===== src/rtl/adc_seq_ctrl.sv =====
module adc_seq_ctrl #(
  parameter int SETTLE_CYC = 210,
  parameter int CONV_CLKS  = 14
) (
  input  logic        clk,
  input  logic        rst_n,
  input  logic        wr_en,
  input  logic [15:0] wr_data,
  output logic [15:0] rd_data,
  input  logic        pin_start,
  input  logic        tmr0_evt,
  input  logic        tmr1_evt,
  input  logic        logic_evt,
  output logic        core_sample,
  output logic        core_convert,
  output logic [1:0]  core_mode,
  output logic        result_valid
);
  localparam int SW     = $clog2(SETTLE_CYC + 1);
  localparam int PH_MAX = (CONV_CLKS > 16) ? CONV_CLKS : 16;
  localparam int PHW    = $clog2(PH_MAX);
  localparam logic [2:0] T_PIN = 3'b000, T_TM1 = 3'b001, T_TM0 = 3'b010,
                         T_ONE = 3'b011, T_RUN = 3'b100, T_PLA = 3'b101;

  typedef enum logic [1:0] {S_IDLE, S_ACQ, S_CONV} state_t;

  state_t         state_q;
  logic [2:0]     div_q, type_q;
  logic [1:0]     acq_q, mode_q;
  logic           en_q, pwr_q;
  logic [4:0]     pre_q, pre_top;
  logic [PHW-1:0] ph_q, acq_last;
  logic [SW-1:0]  settle_q;
  logic [3:0]     prev_q, rise;
  logic           pwr_d, tick, ready, sel_edge, go;
  logic           unused_bits;

  assign unused_bits = ^{wr_data[15:13], wr_data[6]};

  assign rd_data = {3'b000, div_q, acq_q, en_q, 1'b0, pwr_q, mode_q, type_q};
  assign core_mode    = mode_q;
  assign core_sample  = (state_q == S_ACQ);
  assign core_convert = (state_q == S_CONV);

  assign pwr_d = wr_en ? wr_data[5] : pwr_q;
  assign rise  = {logic_evt, tmr0_evt, tmr1_evt, pin_start} & ~prev_q;
  assign ready = pwr_q && (settle_q == SW'(SETTLE_CYC));
  assign tick  = (pre_q == pre_top);

  always_comb begin
    case (div_q)
      3'b000:  pre_top = 5'd0;
      3'b001:  pre_top = 5'd1;
      3'b010:  pre_top = 5'd3;
      3'b011:  pre_top = 5'd7;
      3'b100:  pre_top = 5'd15;
      default: pre_top = 5'd31;
    endcase
  end

  always_comb begin
    case (acq_q)
      2'b00:   acq_last = PHW'(1);
      2'b01:   acq_last = PHW'(3);
      2'b10:   acq_last = PHW'(7);
      default: acq_last = PHW'(15);
    endcase
  end

  always_comb begin
    case (type_q)
      T_PIN:   sel_edge = rise[0];
      T_TM1:   sel_edge = rise[1];
      T_TM0:   sel_edge = rise[2];
      T_PLA:   sel_edge = rise[3];
      T_ONE:   sel_edge = 1'b1;
      T_RUN:   sel_edge = 1'b1;
      default: sel_edge = 1'b0;
    endcase
  end

  assign go = (state_q == S_IDLE) && ready && en_q && sel_edge;

  always_ff @(posedge clk or negedge rst_n) begin
    if (!rst_n) begin
      div_q    <= 3'b001;
      acq_q    <= 2'b10;
      en_q     <= 1'b0;
      pwr_q    <= 1'b0;
      mode_q   <= 2'b00;
      type_q   <= T_PIN;
      settle_q <= '0;
      prev_q   <= '0;
    end else begin
      prev_q <= {logic_evt, tmr0_evt, tmr1_evt, pin_start};
      if (!pwr_d)
        settle_q <= '0;
      else if (settle_q != SW'(SETTLE_CYC))
        settle_q <= settle_q + 1'b1;
      if (wr_en) begin
        div_q  <= wr_data[12:10];
        acq_q  <= wr_data[9:8];
        en_q   <= wr_data[7];
        pwr_q  <= wr_data[5];
        mode_q <= wr_data[4:3];
        type_q <= wr_data[2:0];
      end else if (state_q == S_CONV && tick && ph_q == PHW'(CONV_CLKS - 1)
                   && type_q == T_ONE) begin
        type_q <= T_PIN;
      end
    end
  end

  always_ff @(posedge clk or negedge rst_n) begin
    if (!rst_n) begin
      state_q      <= S_IDLE;
      pre_q        <= '0;
      ph_q         <= '0;
      result_valid <= 1'b0;
    end else begin
      result_valid <= 1'b0;
      if (!pwr_d) begin
        state_q <= S_IDLE;
        pre_q   <= '0;
        ph_q    <= '0;
      end else begin
        case (state_q)
          S_IDLE: begin
            pre_q <= '0;
            ph_q  <= '0;
            if (go) state_q <= S_ACQ;
          end
          S_ACQ: begin
            pre_q <= tick ? 5'd0 : pre_q + 5'd1;
            if (tick) begin
              if (ph_q == acq_last) begin
                state_q <= S_CONV;
                ph_q    <= '0;
              end else begin
                ph_q <= ph_q + 1'b1;
              end
            end
          end
          S_CONV: begin
            pre_q <= tick ? 5'd0 : pre_q + 5'd1;
            if (tick) begin
              if (ph_q == PHW'(CONV_CLKS - 1)) begin
                result_valid <= 1'b1;
                ph_q         <= '0;
                state_q      <= (type_q == T_RUN && ready) ? S_ACQ : S_IDLE;
              end else begin
                ph_q <= ph_q + 1'b1;
              end
            end
          end
          default: state_q <= S_IDLE;
        endcase
      end
    end
  end
endmodule


===== config.mk =====
export PLATFORM = sky130hd
export DESIGN_NAME = adc_seq_ctrl
export DESIGN_NICKNAME = d
export VERILOG_FILES = /design/src/rtl/adc_seq_ctrl.sv
export SDC_FILE = /design/constraint.sdc
export NUM_CORES = 1
export LEC_CHECK = 0
export ABC_AREA = 1
export CORE_MARGIN = 2
export CORE_UTILIZATION = 51
export DETAILED_ROUTE_END_ITERATION = 12
export PLACE_DENSITY_LB_ADDON = 0.25
export SYNTH_ARGS = -nofsm -noshare
export SYNTH_HDL_FRONTEND = slang
export SYNTH_SLANG_ARGS = --single-unit

===== constraint.sdc =====
create_clock -name clk -period 1.83 [get_ports clk]
set_input_delay 0.366 -clock clk [delete_from_list [all_inputs] [get_ports clk]]
set_output_delay 0.366 -clock clk [all_outputs]
set_load 0.01 [all_outputs]

==> results_dict.tcl <==
set metrics [dict create \
    first_pass_iters 5 \
    crit_path_end_kind "primary output" \
    rows 23 \
    vias 1855 \
    nNetsFinal 352 \
    drc 0 \
    run_status "complete, no violations" \
    synthCells 279 \
    numPortBuffers 35 \
    ys_ff_latch 36 \
    cap_violations 0 \
    cts_sinks 36 \
    drtIter0Drc 83 \
    grt_use_total_pct 22.20 \
    core_area_um2 4000 \
    n_fill_cell 355 \
    period_share_pct 96.09 \
    crit_path_cell_trace "clkdlybuf4s50_1" \
    rsz0062_at_grt "false" \
    dp_hpwl_mm 3.296 \
    vias_per_cell 5.014 \
    finalSetupViolCount 0 \
    layout_commonest_cell "nand2_1" \
    drt-total-wl_mm 4.403 \
    netlist_area_um2 2116 \
    wl_met3_um 134 \
    grt_pass1_vias 1770 \
    drt-met1-wl_mm 2.003 \
    avgSynthCellArea_um2 7.583 \
    ant_nets 0 \
    cp_top_family "flip-flops" \
    htreeDepth 2 \
    finalHoldViolCount 0 \
    critPathKind "reg2out" \
    synth.top_cell.area_share_pct 40.21 \
    gp_congestion 0.8855 \
    tritoncts "done" \
    fin_ws_ns 0.07151 \
    cts.clk_slew.worst_paths_ns 0.08 \
    ioPinCount 44 \
    period_needed_ns 1.758 \
    clkLatencyLatePin_ns 0.30 \
    powerDensity_nw_per_um2 897.4 \
    fin_skew_ns 0.009621 \
    cp-start-kind "register" \
    slowest_stage "dfstp_2" \
    preCtsSetupSlack_ns -0.05877 \
    drv_slew 0 \
    hold_slack_ns 0.4441 \
    die-area_um2 4680 \
    final_cell_mix "78 x nand2_1, 39 x inv_1, 34 x dfrtp_1" \
    area.growth.synth_to_final_pct 22.71 \
    fmaxAchievable_ghz 0.5687 \
    ir_worst_vdd_mv 0.5116 \
    cts_buffers 5 \
    worst-path-max-fanout 5 \
    antenna_found_initial 0 \
    yosysTopAreaCell "dfrtp_1" \
    wire_per_inst_um 11.90 \
    met2_wirelength_mm 2.162 \
    n_antenna_cell 0 \
    ys_seq_area_share_pct 42.70 \
    yosys_warnings 0 \
    synth_cell_types 32 \
    grt_pass1_wl_mm 7.631 \
    initial_core_util_pct 52.89 \
    hold_class "in2async" \
    drive_gt1_share_pct 9.063 \
    fp.dieH_um 68.41 \
    max_stage_delay_ns 0.56 \
    worstPathArrival_ns 1.39 \
    synth.area.top_cells "dfrtp_1 40%, nand2_1 14%, inv_1 6.9%" \
    p_leak_uw 0.001271 \
    grt_max_degree 37 \
    crit_required_ns 1.46 \
    dieWidth_um 68.41 \
    cts-root-buf "clkbuf_8" \
    top_layer_used "met4" \
    clockBufferDepth 2 \
    grt-ovfl-total 0 \
    cp_num_buf_inv 1 \
]
## power breakdown
group | switching, µW | internal [µW]
combinational | 449 | 323
clock | 304 | 265
sequential | 105 | 884
total | 858 | 1470
## worst paths after layout
check                      cells after the start                      from                  endpoint  slack [ns]
max                                            1      acq_q[1]$_DFFE_PN1P_                rd_data[9]        0.07
min                                            2                     rst_n       prev_q[1]$_DFF_PN0_        0.44
max reg2reg                                    9   settle_q[0]$_DFFE_PN0P_    state_q[0]$_DFFE_PN0P_        0.19
min reg2reg                                    2  core_mode[1]$_DFFE_PN0P_  core_mode[1]$_DFFE_PN0P_        0.51
max in group asynchronous                      2                     rst_n      acq_q[1]$_DFFE_PN1P_        1.13
min in group clk                               2  core_mode[1]$_DFFE_PN0P_  core_mode[1]$_DFFE_PN0P_        0.51
## cells in the mapped netlist (all sizes together)
cell type / instances
nor2: 27
nor3: 5
buf: 10
xnor2: 1
nand4: 8
nand3: 16
and3: 1
nand2: 81
clkbuf: 1
xor2: 3
nand3b: 1
dfrtp: 34
inv: 40
conb: 1
or2: 1
a31o: 1
a31oi: 1
o21ai: 19
nor4: 1
a21oi: 11
ha: 10
nor3b: 2
o22ai: 2
dfstp: 2
## layer usage
layer,vias to the layer above,global-route usage [%]
met1,860,27.41
met5,-,0
met2,32,36.42
li1,955,-
met3,8,4.441
met4,0,11.50
## worst reg2reg max path, cell delays in order (launching register included)
cell,delay [ns]
dfrtp_1,0.44
inv_1,0.09
ha_1,0.15
nand3_1,0.08
nor2_2,0.18
nand3_1,0.09
o21ai_1,0.25
nand3_1,0.14
nand2_1,0.09
nand2_1,0.05
## kinds of logic after synthesis
kind of cell	share of synthesized area, %
AOI/OAI and AO/OA	8.753
xor gates and xnor gates	1.656
adders and majority gates	5.914
buffers and inverters	11.18
DFF	42.70
other	0.1772
and+or+nand+nor	29.63
## cell type report
cell class,count,area [µm²],share of cell area [%]
clock buffer,5,68.82,2.651
clock inverter,3,18.77,0.7229
inverter,40,150.1,5.783
multi-input combinational,195,987.2,38.02
sequential,36,903.4,34.80
tap,50,62.56,2.410
timing repair buffer,41,405.4,15.61
## repair_timing
item                       in CTS  in global routing
buffers inserted                1                  0
setup endpoints to repair       2                  0
hold buffers                    0                  0
resized for setup               2                  0
## state kept, by name, indices dropped and copies added (netlist names)
signal        count
acq_q             2
core_mode         2
div_q             3
en_q              1
ph_q              4
pre_q             5
prev_q            4
pwr_q             1
result_valid      1
settle_q          8
state_q           2
type_q            3
## through the flow
stage | TNS [ns] | power, µW | cells | cell area [µm²] | util [%]
detailed placement | -0.4884 | 1772 | 361 | 2504 | 62.59
floorplan | 0 | 1501 | 282 | 2127 | -
global route | 0 | 2493 | 370 | 2596 | 64.90
finish | 0 | 2330 | 370 | 2596 | 64.90
global placement | -0.1943 | 1746 | 361 | 2504 | 62.59
CTS | 0 | 2341 | 370 | 2596 | 64.90
(Power assumes the default switching activity.)
